`config.mk`:
```
export PLATFORM = sky130hd
export DESIGN_NAME = srt_divider
export DESIGN_NICKNAME = d
export VERILOG_FILES = /design/src/rtl/srt_divider.sv
export SDC_FILE = /design/constraint.sdc
export NUM_CORES = 1
export LEC_CHECK = 0
export BUFFER_PORTS_ARGS = -buffer_cell sky130_fd_sc_hd__buf_2
export CAP_MARGIN = 20
export CORE_AREA = 2 2 108 110
export CTS_BUF_LIST = sky130_fd_sc_hd__clkbuf_8
export CTS_CLUSTER_SIZE = 16
export DETAILED_ROUTE_END_ITERATION = 8
export DIE_AREA = 0 0 110 112
export PLACE_DENSITY = 0.67
export SLEW_MARGIN = 5
export SYNTH_ARGS = -nofsm -noshare
export SYNTH_HDL_FRONTEND = slang
export SYNTH_SLANG_ARGS = --single-unit
```
`constraint.sdc`:
```
create_clock -name clk -period 3.3 [get_ports clk]
set_clock_uncertainty 0.05 [all_clocks]
set_input_delay 0.495 -clock clk [delete_from_list [all_inputs] [get_ports clk]]
set_output_delay 0.495 -clock clk [all_outputs]
set_load 0.02 [all_outputs]
```
`src/rtl/srt_divider.sv`:
```
module srt_divider #(
  parameter int WIDTH = 8
) (
  input  logic             clk,
  input  logic             rst_n,
  input  logic             start_i,
  input  logic [WIDTH-1:0] dividend_i,
  input  logic [WIDTH-1:0] divisor_i,
  output logic [WIDTH-1:0] quotient_o,
  output logic [WIDTH-1:0] remainder_o,
  output logic             done_o
);
  localparam int AW = WIDTH + 1;
  localparam int CW = $clog2(WIDTH + 1);

  typedef enum logic [1:0] {S_IDLE, S_LOOP, S_FIX} state_t;

  state_t           state_r;
  logic [AW-1:0]    a_r;
  logic [WIDTH-1:0] q_r, n_r, b_r;
  logic [CW-1:0]    k_r, cnt_r;

  function automatic logic [CW-1:0] lead_zeros(input logic [WIDTH-1:0] v);
    lead_zeros = CW'(WIDTH);
    for (int i = 0; i < WIDTH; i++)
      if (v[i]) lead_zeros = CW'(WIDTH - 1 - i);
  endfunction

  logic                  idle_w, iter_w;
  logic [CW-1:0]         k_w;
  logic [AW+WIDTH-1:0]   load_w;
  logic [2:0]            top3_w;
  logic                  skip_w, neg_w;
  logic [AW-1:0]         sh_w, step_w, bx_w;
  logic [WIDTH-1:0]      qdiff_w, rfix_w, rden_w;

  assign idle_w  = (state_r == S_IDLE);
  assign iter_w  = (state_r == S_LOOP);
  assign k_w     = lead_zeros(divisor_i);
  assign load_w  = {{AW{1'b0}}, dividend_i} << k_w;

  assign top3_w  = a_r[AW-1 -: 3];
  assign skip_w  = (top3_w == 3'b000) || (top3_w == 3'b111);
  assign neg_w   = a_r[AW-1];
  assign sh_w    = {a_r[AW-2:0], q_r[WIDTH-1]};
  assign bx_w    = {1'b0, b_r};
  assign step_w  = skip_w ? sh_w : (neg_w ? sh_w + bx_w : sh_w - bx_w);

  assign qdiff_w = q_r - n_r;
  assign rfix_w  = neg_w ? a_r[WIDTH-1:0] + b_r : a_r[WIDTH-1:0];
  assign rden_w  = rfix_w >> k_r;

  always_ff @(posedge clk or negedge rst_n) begin
    if (!rst_n) begin
      state_r     <= S_IDLE;
      a_r         <= '0;
      q_r         <= '0;
      n_r         <= '0;
      b_r         <= '0;
      k_r         <= '0;
      cnt_r       <= '0;
      quotient_o  <= '0;
      remainder_o <= '0;
      done_o      <= 1'b0;
    end else begin
      case (state_r)
        S_IDLE: if (start_i) begin
          a_r     <= load_w[AW+WIDTH-1:WIDTH];
          q_r     <= load_w[WIDTH-1:0];
          n_r     <= '0;
          b_r     <= divisor_i << k_w;
          k_r     <= k_w;
          cnt_r   <= '0;
          done_o  <= 1'b0;
          state_r <= S_LOOP;
        end
        S_LOOP: begin
          a_r   <= step_w;
          q_r   <= {q_r[WIDTH-2:0], ~skip_w & ~neg_w};
          n_r   <= {n_r[WIDTH-2:0], ~skip_w & neg_w};
          cnt_r <= cnt_r + 1'b1;
          if (cnt_r == CW'(WIDTH - 1)) state_r <= S_FIX;
        end
        S_FIX: begin
          quotient_o  <= neg_w ? qdiff_w - 1'b1 : qdiff_w;
          remainder_o <= rden_w;
          done_o      <= 1'b1;
          state_r     <= S_IDLE;
        end
        default: state_r <= S_IDLE;
      endcase
    end
  end
endmodule

```
==> results of run 1 <==
[how the worst max path moves through the flow]
stage	startpoint	to
2_1_floorplan	a_r[8]	a_r[8]
3_3_place_gp	b_r[1]	a_r[8]
3_5_place_dp	b_r[1]	a_r[8]
4_1_cts	b_r[1]	a_r[8]
5_1_grt	b_r[1]	a_r[8]
6_report	b_r[1]	a_r[8]
[synth_stat cells, types with 7 or more instances]
cell      instances  area, um2
nor2b_1          12       75.1
clkbuf_1         22       82.6
mux2i_1          25        250
nand3_1          17       85.1
o22ai_1           8       50.1
and2_1            7       43.8
xor2_1            9       78.8
a21o_1           10       75.1
nand2_1          58        218
a21oi_1          33        165
nor3_1           13       65.1
dfrtp_1          60       1500
a31oi_1           9       56.3
ha_1             26        325
o21ai_0          51        255
nand2b_1          7       43.8
a22oi_1          11       82.6
inv_1            23       86.3
nor2_1           52        195
o211ai_1          8       60.1
xnor2_1          14        123
[power groups by stage]
stage	clock, mW	sequential, mW	combinational, mW
4_1_cts	0.678	1.47	4.36
3_3_place_gp	0	1.46	4.21
5_1_grt	0.717	1.53	4.90
3_5_place_dp	0	1.49	4.34
6_report	0.668	1.48	4.38
2_1_floorplan	0	1.46	3.29
[area by class of cell]
type	count	area (um2)	area share (%)
Timing Repair Buffer	49	280	5.19
Clock inverter	7	76.3	1.41
Sequential cell	60	1500	27.8
Clock buffer	9	124	2.29
Tap cell	143	179	3.31
Inverter	23	86.3	1.60
Multi-Input combinational cell	468	3160	58.4
[routing by layer]
metal,vias to the layer above,part of all wire (%),global-route usage (%)
met5,-,0,0
met4,0,2.2,6.92
met3,20,5.5,3.92
met2,167,46,33.3
met1,2170,46,31.5
li1,2199,-,-
[metrics by stage]
stage	cell area, um2	instances	total power [mW]	utilization [%]
after floorplan	4890	584	4.75	-
after detailed placement	5200	743	5.83	46.5
after global routing	5400	759	7.15	48.3
after global placement	5200	743	5.68	46.5
final	5400	759	6.52	48.3
after CTS	5400	759	6.51	48.3
[logic make-up after synthesis]
kind of cell | after synthesis | share of synthesized area [%]
AND/OR/NAND/NOR | 198 | 19.8
AO/OA/AOI/OAI | 184 | 24.5
flip-flops | 60 | 30.7
XOR/XNOR | 23 | 4.12
multiplexers | 34 | 8.11
buffers and inverters | 56 | 4.86
adder cells (fa/ha/maj) | 29 | 7.88
[flip-flops by register name (all words and copies together) (netlist names)]
signal       count
cnt_r            4
state_r          2
a_r              9
q_r              8
n_r              8
k_r              4
done_o           1
remainder_o      8
quotient_o       8
b_r              8
==> results.ini, run 1 <==
[status]
outcome = finished clean

[power_and_ir_drop]
ir_worst_vdd_mv = 0.381
switching_share_pct = 48.7
p_comb_share_pct = 67.1
p_seq_share_pct = 22.6
internal-power_mw = 3.35
power_switching_mw = 3.18
pwr_density_cell_mw_per_mm2 = 1210
clockPowerShare_pct = 10.2
p_leak_nw = 2.38

[critical_path]
max_stage_delay_ns = 0.50
cp_max_fo = 6
ff2ff_setup_slack_ns = 0.20
cp-end-kind = flop
reg2reg_depth = 11
cpMostUsedCell = ha_1
crit_family = simple AND/OR/NAND/NOR gates
cp-start-kind = flop
rr_startpoint = b_r[1]
r2r-end = a_r[8]
critPathBufInv = 1
slowest_stage = or4_1
crit_cells = 11
path_cells = inv_1, ha_1, nor3b_2, a21oi_1, xor2_1, ha_1, or4_1, o22ai_1, mux2_2, a32oi_1, o41ai_1
path_class = reg2reg
worstPathRequired_ns = 3.45
worstPathArrival_ns = 3.25

[job]
cap_violations = 0

[placement]
portBuffers = 35
place_ws_ns = 0.124
place_congestion = 0.907
dpl.hpwl_mm = 9.79

[clock_tree]
clockBufferDepth = 2
cts.clk_slew.worst_paths_ns = 0.08
cts_sinks = 60
cts_resized = 0
clockRootBuffer = clkbuf_8
numCtsBuffers = 9
htreeDepth = 3
clk_latency_ns = 0.34
cts_tree = yes
cts_setup_buffers = 0
cts_hold_buf = 0

[route]
routed_wirelength_mm = 12.7
ant_nets = 0
wl_per_cell_um = 16.8
viasPerCell = 6.00
vias = 4556
drc = 0
drtIter0Drc = 309
firstDrtPassIters = 5

[floorplan]
die-area_mm2 = 0.0123
start_util_pct = 43.8
pin_count = 36
fp.coreArea_mm2 = 0.0112
die_y_um = 112
row_count = 39
die_w_um = 110

[finish]
fill_cells = 1089
final_cell_mix = 60 x dfrtp_1, 58 x nand2_1, 52 x nor2_1
fin_nets = 659
layout_commonest_cell = dfrtp_1
synthToLayoutAreaGrowth_pct = 10.5
diodes = 0
drive_gt1_share_pct = 14.0

[timing]
layout_setup_ws_ns = 0.204
maxSlewViolCount = 0
tightest_slew_ns = 0.659
slew_headroom_pct = 55.9
fin_setup_tns_ns = 0
fin_crit_sh_pct = 93.8
finalHoldViolCount = 0
setup_viol = 0
max_freq_mhz = 323
min_period_ns = 3.10
rsz0062_at_grt = no
holdWs_ns = 0.113

[global_routing]
antenna_found_initial = 0
grt_max_degree = 34
grt_overflow = 0
grt_pass1_vias = 4383
grt_pass1_wl_mm = 21.5
track_usage_pct = 21.9

[synth]
synth-main-ff-cell = dfrtp_1
synth_seq_cells = 60
ys_async_sr_fraction_pct = 100
postSynthAreaPerCell_um2 = 8.37
synthCells = 584
synth_area_mm2 = 0.00489
synth_seq_area_share_pct = 30.7
yosys_warnings = 0
synth-edff-count = 0
synth_cell_types = 66
synth_nets = 632

[hold_path]
hold_class = in2async

(Power assumes the default switching activity.)
==> run 2: changes to the inputs <==
--- a/config.mk
+++ b/config.mk
@@ -5,6 +5,7 @@
 export SDC_FILE = /design/constraint.sdc
 export NUM_CORES = 1
 export LEC_CHECK = 0
+export ABC_CLOCK_PERIOD_IN_PS = 2700
 export BUFFER_PORTS_ARGS = -buffer_cell sky130_fd_sc_hd__buf_2
 export CAP_MARGIN = 20
 export CORE_AREA = 2 2 108 110
==> constraint.sdc (replaced) <==
create_clock -name clk -period 2.7 [get_ports clk]
set_clock_uncertainty 0.05 [all_clocks]
set_input_delay 0.405 -clock clk [delete_from_list [all_inputs] [get_ports clk]]
set_output_delay 0.405 -clock clk [all_outputs]
set_load 0.02 [all_outputs]
==> run 2 against run 1 <==
Effect of this change: the run now ends with setup timing left; register-to-register slack worse by 0.30 ns; combinational power up 57%; routed wire length up 10%; clock power up 27%; via count up 5.6%; critical path depth down 1; sequential share of layout area down 2.7 points; non-clock buffer count up 49; sequential cell count unchanged; final cell count up 6.5%; die area unchanged; global-route usage up 1.5 points.
==> results.ini, run 2 (synthesis results as in run 1) <==
[status]
outcome = finished, violations left
violations = setup timing

[power_and_ir_drop]
power_switching_mw = 4.38  ; +38%
p_seq_share_pct = 18.4  ; -4.2 points
internal-power_mw = 5.06  ; +51%
pwr_density_cell_mw_per_mm2 = 1570  ; +30%
p_leak_nw = 2.68  ; +12%
ir_worst_vdd_mv = 0.557  ; +46%
switching_share_pct = 46.4  ; -2.3 points
clockPowerShare_pct = 9.0  ; -1.2 points
p_comb_share_pct = 72.6  ; +5.5 points

[timing]
maxSlewViolCount = 0  ; unchanged
fin_crit_sh_pct = 104  ; +9.9 points
min_period_ns = 2.80  ; -0.297 ns
slew_headroom_pct = 48.7  ; -7.3 points
finalHoldViolCount = 0  ; unchanged
max_freq_mhz = 357  ; +11%
rsz0062_at_grt = yes
layout_setup_ws_ns = -0.0992  ; -0.303 ns
fin_setup_tns_ns = -0.0992  ; -0.0992 ns
setup_viol = 1  ; +1
tightest_slew_ns = 0.767  ; +0.108 ns
holdWs_ns = 0.374  ; +0.261 ns

[placement]
portBuffers = 35  ; unchanged
place_ws_ns = -0.145  ; -0.269 ns
place_congestion = 0.913  ; +0.62%
dpl.hpwl_mm = 10.3  ; +5.0%
placed_cell_area_mm2 = 0.00550  ; +5.9%

[route]
firstDrtPassIters = 5  ; unchanged
viasPerCell = 5.95  ; -0.81%
drc = 0  ; unchanged
wl_per_cell_um = 17.3  ; +3.4%
routed_wirelength_mm = 14.0  ; +10%
ant_nets = 0  ; unchanged
vias = 4811  ; +5.6%
drtIter0Drc = 393  ; +27%

[critical_path]
worstPathArrival_ns = 2.97  ; -0.28 ns
reg2reg_depth = 10  ; -1
r2r-end = a_r[8]
worstPathRequired_ns = 2.87  ; -0.58 ns
path_class = reg2reg
cp_max_fo = 4  ; -2
ff2ff_setup_slack_ns = -0.1  ; -0.30 ns
rr_startpoint = b_r[3]
cp-end-kind = flop
cp-start-kind = flop
critPathLaunch = b_r[3]

[global_routing]
grt-busiest-layer = met2
grt_overflow = 0  ; unchanged
grt_pass1_vias = 4664  ; +6.4%
grt_max_degree = 31  ; -8.8%
track_usage_pct = 23.5  ; +1.5 points
antenna_found_initial = 0  ; unchanged
use_met2_pct = 37.6  ; +4.3 points
grt.met1_usage_pct = 32.1  ; +0.59 points
grt_use_met3_pct = 3.86  ; -0.059 points
grt_pass1_wl_mm = 22.7  ; +5.5%

[finish]
drive_gt1_share_pct = 26.0  ; +12 points
layout_commonest_cell = buf_4
diodes = 0  ; unchanged
fin_nets = 708  ; +7.4%
regMostFlops = a_r
synthToLayoutAreaGrowth_pct = 22.7
stdcell_area_mm2 = 0.00600  ; +11%
final_cell_mix = 62 x buf_4, 58 x nand2_1, 58 x dfrtp_1
largest_reg_flops = 9  ; unchanged

[floorplan]
fp.coreArea_mm2 = 0.0112  ; unchanged
die_y_um = 112  ; unchanged
row_count = 39  ; unchanged
start_util_pct = 43.8  ; unchanged
die_w_um = 110  ; unchanged
pin_count = 36  ; unchanged
die-area_mm2 = 0.0123  ; unchanged

[clock_tree]
clk_latency_ns = 0.35  ; about the same
clockRootBuffer = clkbuf_8
numCtsBuffers = 9  ; unchanged
cts.clk_slew.worst_paths_ns = 0.07  ; about the same
htreeDepth = 3  ; unchanged
cts_sinks = 60  ; unchanged
cts_tree = yes
clockBufferDepth = 2  ; unchanged

[hold_path]
hold_class = in2reg
holdPathEnd = a_r[2]
hp-start = dividend_i[7]
hold_depth = 3

[job]
cap_violations = 0  ; unchanged

-- run 2: cell count changes in the layout (fill, tap and decap cells not counted), moves of 3 or more --
cell,before,now
o21ai_0,51,46
a211oi_1,5,2
buf_4,14,62
mux2_4,0,3
a211oi_2,1,4
a21oi_1,33,30
a21oi_2,0,3
mux2_2,5,2
fa_2,0,3
fa_1,3,0
o21ai_2,0,3
ha_2,0,4
ha_1,26,21
-- run 2: how the worst max path moves through the flow --
stage / cells after the start / to / slack, ns
after floorplan: 13 / a_r[8] / -0.05
final: 10 / a_r[8] / -0.1
after CTS: 11 / a_r[8] / -0.1
after detailed placement: 11 / a_r[8] / -0.14
after global routing: 11 / a_r[8] / -0.19
after global placement: 9 / remainder_o[1] / -0.04
-- run 2: through the flow --
| step | utilization [%] | cells | power [mW] |
|---|---|---|---|
| finish | 53.7 | 808 | 9.45 |
| floorplan | - | 584 | 5.94 |
| CTS | 52.3 | 802 | 8.92 |
| detailed placement | 49.2 | 780 | 7.70 |
| global route | 53.7 | 808 | 10.2 |
| global placement | 49.2 | 780 | 7.55 |
-- run 2: worst max-delay path: stages, from the launching register on --
cell and delay (ns):
dfrtp_2 0.45, nor4_2 0.32, buf_4 0.17, a21oi_1 0.07, xnor2_1 0.14, ha_1 0.24
or4_4 0.51, o22ai_4 0.13, mux2_4 0.32, a32oi_2 0.18, o41ai_2 0.09
-- run 2: layout make-up --
cell class,instances,area (um2)
fillers,1037,5170
repair buffers,98,651
well taps,143,179
inverters,23,86.3
multi-input cells,468,3370
flip-flops and latches,60,1500
clock buffers,10,138
clock inverters,6,71.3
-- run 2: per-layer routing --
metal | wire length (um) | part of all wire (%) | vias up
met2 | 6680 | 48 | 172
met1 | 6190 | 44 | 2316
met3 | 806 | 5.8 | 26
met5 | 0 | 0 | -
met4 | 322 | 2.3 | 0
li1 | - | - | 2297
-- run 2: power groups by stage --
stage / clock network [mW] / registers (mW) / logic, mW
3_3_place_gp: 0 / 1.70 / 5.85
6_report: 0.851 / 1.73 / 6.86
5_1_grt: 0.915 / 1.79 / 7.52
2_1_floorplan: 0 / 1.79 / 4.15
4_1_cts: 0.870 / 1.72 / 6.32
3_5_place_dp: 0 / 1.73 / 5.97
-- run 2: repair_timing --
| action | CTS | global route |
|---|---|---|
| endpoints found under the hold margin | 11 | 0 |
| hold buffers | 1 | 0 |
| pin swaps | 9 | 18 |
| gates resized for setup | 21 | 28 |
| endpoints found under the setup margin | 5 | 12 |
| setup buffers | 5 | 6 |
==> run 3: changes to the inputs <==
--- a/config.mk
+++ b/config.mk
@@ -8,12 +8,15 @@
 export ABC_CLOCK_PERIOD_IN_PS = 2700
 export BUFFER_PORTS_ARGS = -buffer_cell sky130_fd_sc_hd__buf_2
 export CAP_MARGIN = 20
-export CORE_AREA = 2 2 108 110
+export CELL_PAD_IN_SITES_DETAIL_PLACEMENT = 1
+export CELL_PAD_IN_SITES_GLOBAL_PLACEMENT = 1
+export CORE_AREA = 2 2 110 112
 export CTS_BUF_LIST = sky130_fd_sc_hd__clkbuf_8
 export CTS_CLUSTER_SIZE = 16
 export DETAILED_ROUTE_END_ITERATION = 8
-export DIE_AREA = 0 0 110 112
-export PLACE_DENSITY = 0.67
+export DIE_AREA = 0 0 112 114
+export PLACE_DENSITY = 0.81
+export SKIP_LAST_GASP = 1
 export SLEW_MARGIN = 5
 export SYNTH_ARGS = -nofsm -noshare
 export SYNTH_HDL_FRONTEND = slang
==> run 3 against run 2 <==
Effect of this change: the flow still finishes with violations (setup timing); hold slack got worse by 0.058 ns; die area rose by 3.6%; utilization decreased by 0.67 points; final cell count up 2.4%; routed wire length increased by 30%; power rose by 11%; clock power grew 14%; critical path type unchanged.
==> results.ini, run 3 (synthesis results as in run 1) <==
[finish]
regMostFlops = a_r
drive_gt1_share_pct = 29.4  ; +3.4 points
synthToLayoutAreaGrowth_pct = 27.0
largest_reg_flops = 9  ; unchanged
fill_cells = 1402  ; +35%
layout_commonest_cell = buf_4
diodes = 0  ; unchanged
fin_nets = 723  ; +2.1%
final_cell_mix = 73 x buf_4, 58 x nand2_1, 57 x dfrtp_1

[hold_path]
holdPathEnd = b_r[0]
hold_depth = 3  ; unchanged
hold_class = in2reg
hp-start = divisor_i[0]

[timing]
finalHoldViolCount = 0  ; unchanged
maxSlewViolCount = 0  ; unchanged
setup_viol = 8  ; +7
fin_crit_sh_pct = 107  ; +3.3 points
min_period_ns = 2.89  ; +0.0879 ns
tightest_slew_ns = 0.816  ; +0.0488 ns
max_freq_mhz = 346  ; -3.0%
rsz0062_at_grt = yes
layout_setup_ws_ns = -0.187  ; -0.0879 ns
fin_setup_tns_ns = -0.565  ; -0.466 ns
holdWs_ns = 0.316  ; -0.0576 ns
slew_headroom_pct = 45.4  ; -3.3 points

[floorplan]
fp.coreArea_mm2 = 0.0117  ; +4.8%
die_y_um = 114  ; +1.8%
die_w_um = 112  ; +1.8%
row_count = 40  ; +2.6%
die-area_mm2 = 0.0128  ; +3.6%
start_util_pct = 41.8  ; -2.0 points
pin_count = 36  ; unchanged

[clock_tree]
cts_tree = yes
cts.clk_slew.worst_paths_ns = 0.08  ; about the same
cts_sinks = 60  ; unchanged
clk_latency_ns = 0.38  ; +0.03 ns
numCtsBuffers = 9  ; unchanged
clockRootBuffer = clkbuf_8
htreeDepth = 3  ; unchanged
clockBufferDepth = 2  ; unchanged

[route]
wl_per_cell_um = 22.0  ; +27%
vias = 5130  ; +6.6%
drtIter0Drc = 393  ; unchanged
firstDrtPassIters = 5  ; unchanged
routed_wirelength_mm = 18.2  ; +30%
viasPerCell = 6.20  ; +4.2%
drc = 0  ; unchanged
ant_nets = 0  ; unchanged

[power_and_ir_drop]
p_leak_nw = 2.76  ; +3.2%
ir_worst_vdd_mv = 0.767  ; +38%
finalPower_mw = 10.5  ; +11%
pwr_density_cell_mw_per_mm2 = 1690  ; +7.1%

[global_routing]
grt_pass1_vias = 5355  ; +15%
grt_max_degree = 54  ; +74%
grt_pass1_wl_mm = 27.4  ; +21%
grt_overflow = 0  ; unchanged
antenna_found_initial = 0  ; unchanged
track_usage_pct = 27.0  ; +3.5 points

[status]
outcome = finished, violations left
violations = setup timing

[critical_path]
worstPathRequired_ns = 2.90  ; +0.03 ns
r2r-end = a_r[8]
path_class = reg2reg
cp-end-kind = flop
ff2ff_setup_slack_ns = -0.19  ; -0.09 ns
critPathLaunch = b_r[1]
cp_max_fo = 3  ; -1
rr_startpoint = b_r[1]
cp-start-kind = flop
worstPathArrival_ns = 3.09  ; +0.12 ns
reg2reg_depth = 10  ; unchanged

[placement]
place_congestion = 0.901  ; -1.2%
place_ws_ns = -0.212  ; -0.0675 ns
dpl.hpwl_mm = 12.0  ; +17%
portBuffers = 35  ; unchanged

[job]
cap_violations = 0  ; unchanged

[run 3: through the flow]
stage	util, %	area [um2]	cells
after floorplan	-	4970	584
after global placement	47.3	5540	786
after detailed placement	47.3	5540	786
after CTS	50.7	5940	813
after global routing	53.0	6210	827
final	53.0	6210	827
[run 3: cell type report]
class / count / area [um2] / share of cell area [%]
clock inverters: 6 / 86.3 / 1.39
flip-flops and latches: 60 / 1510 / 24.2
inverters: 23 / 86.3 / 1.39
well taps: 147 / 184 / 2.96
repair buffers: 113 / 787 / 12.7
clock buffers: 10 / 138 / 2.22
multi-input cells: 468 / 3430 / 55.1
[run 3: routing by layer]
layer | GRT usage, % | part of all wire (%) | vias up
li1 | - | - | 2330
met4 | 11.1 | 3.6 | 0
met5 | 0 | 0 | -
met1 | 33.0 | 41 | 2568
met3 | 3.83 | 4.5 | 62
met2 | 48.0 | 51 | 170
[run 3: what timing repair did]
item	in CTS	in global routing
hold endpoints to repair	7	0
buffers inserted	11	14
setup endpoints to repair	11	15
pin swaps	18	24
gates resized for setup	30	35
hold buffers	1	0
[run 3: worst max-delay path by stage]
stage                                 to  depth (start not counted)
after floorplan                   a_r[8]                         13
after global placement    remainder_o[1]                          9
after detailed placement          a_r[8]                         10
after CTS                         a_r[8]                         10
after global routing              a_r[8]                         10
final                             a_r[8]                         10
[run 3: critical path, cell delays in order, from the launching register on]
cell	delay, ns
dfrtp_2	0.47
nor4_4	0.32
buf_4	0.18
a21oi_1	0.09
xnor2_1	0.15
ha_2	0.21
or4_4	0.49
o22ai_4	0.15
mux2_4	0.33
a32oi_2	0.21
o41ai_2	0.10
[run 3: where the power goes]
group / internal, mW / total, mW / switching [mW]
Clock: 0.544 / 0.967 / 0.423
Sequential: 1.32 / 1.75 / 0.432
Combinational: 3.55 / 7.75 / 4.20
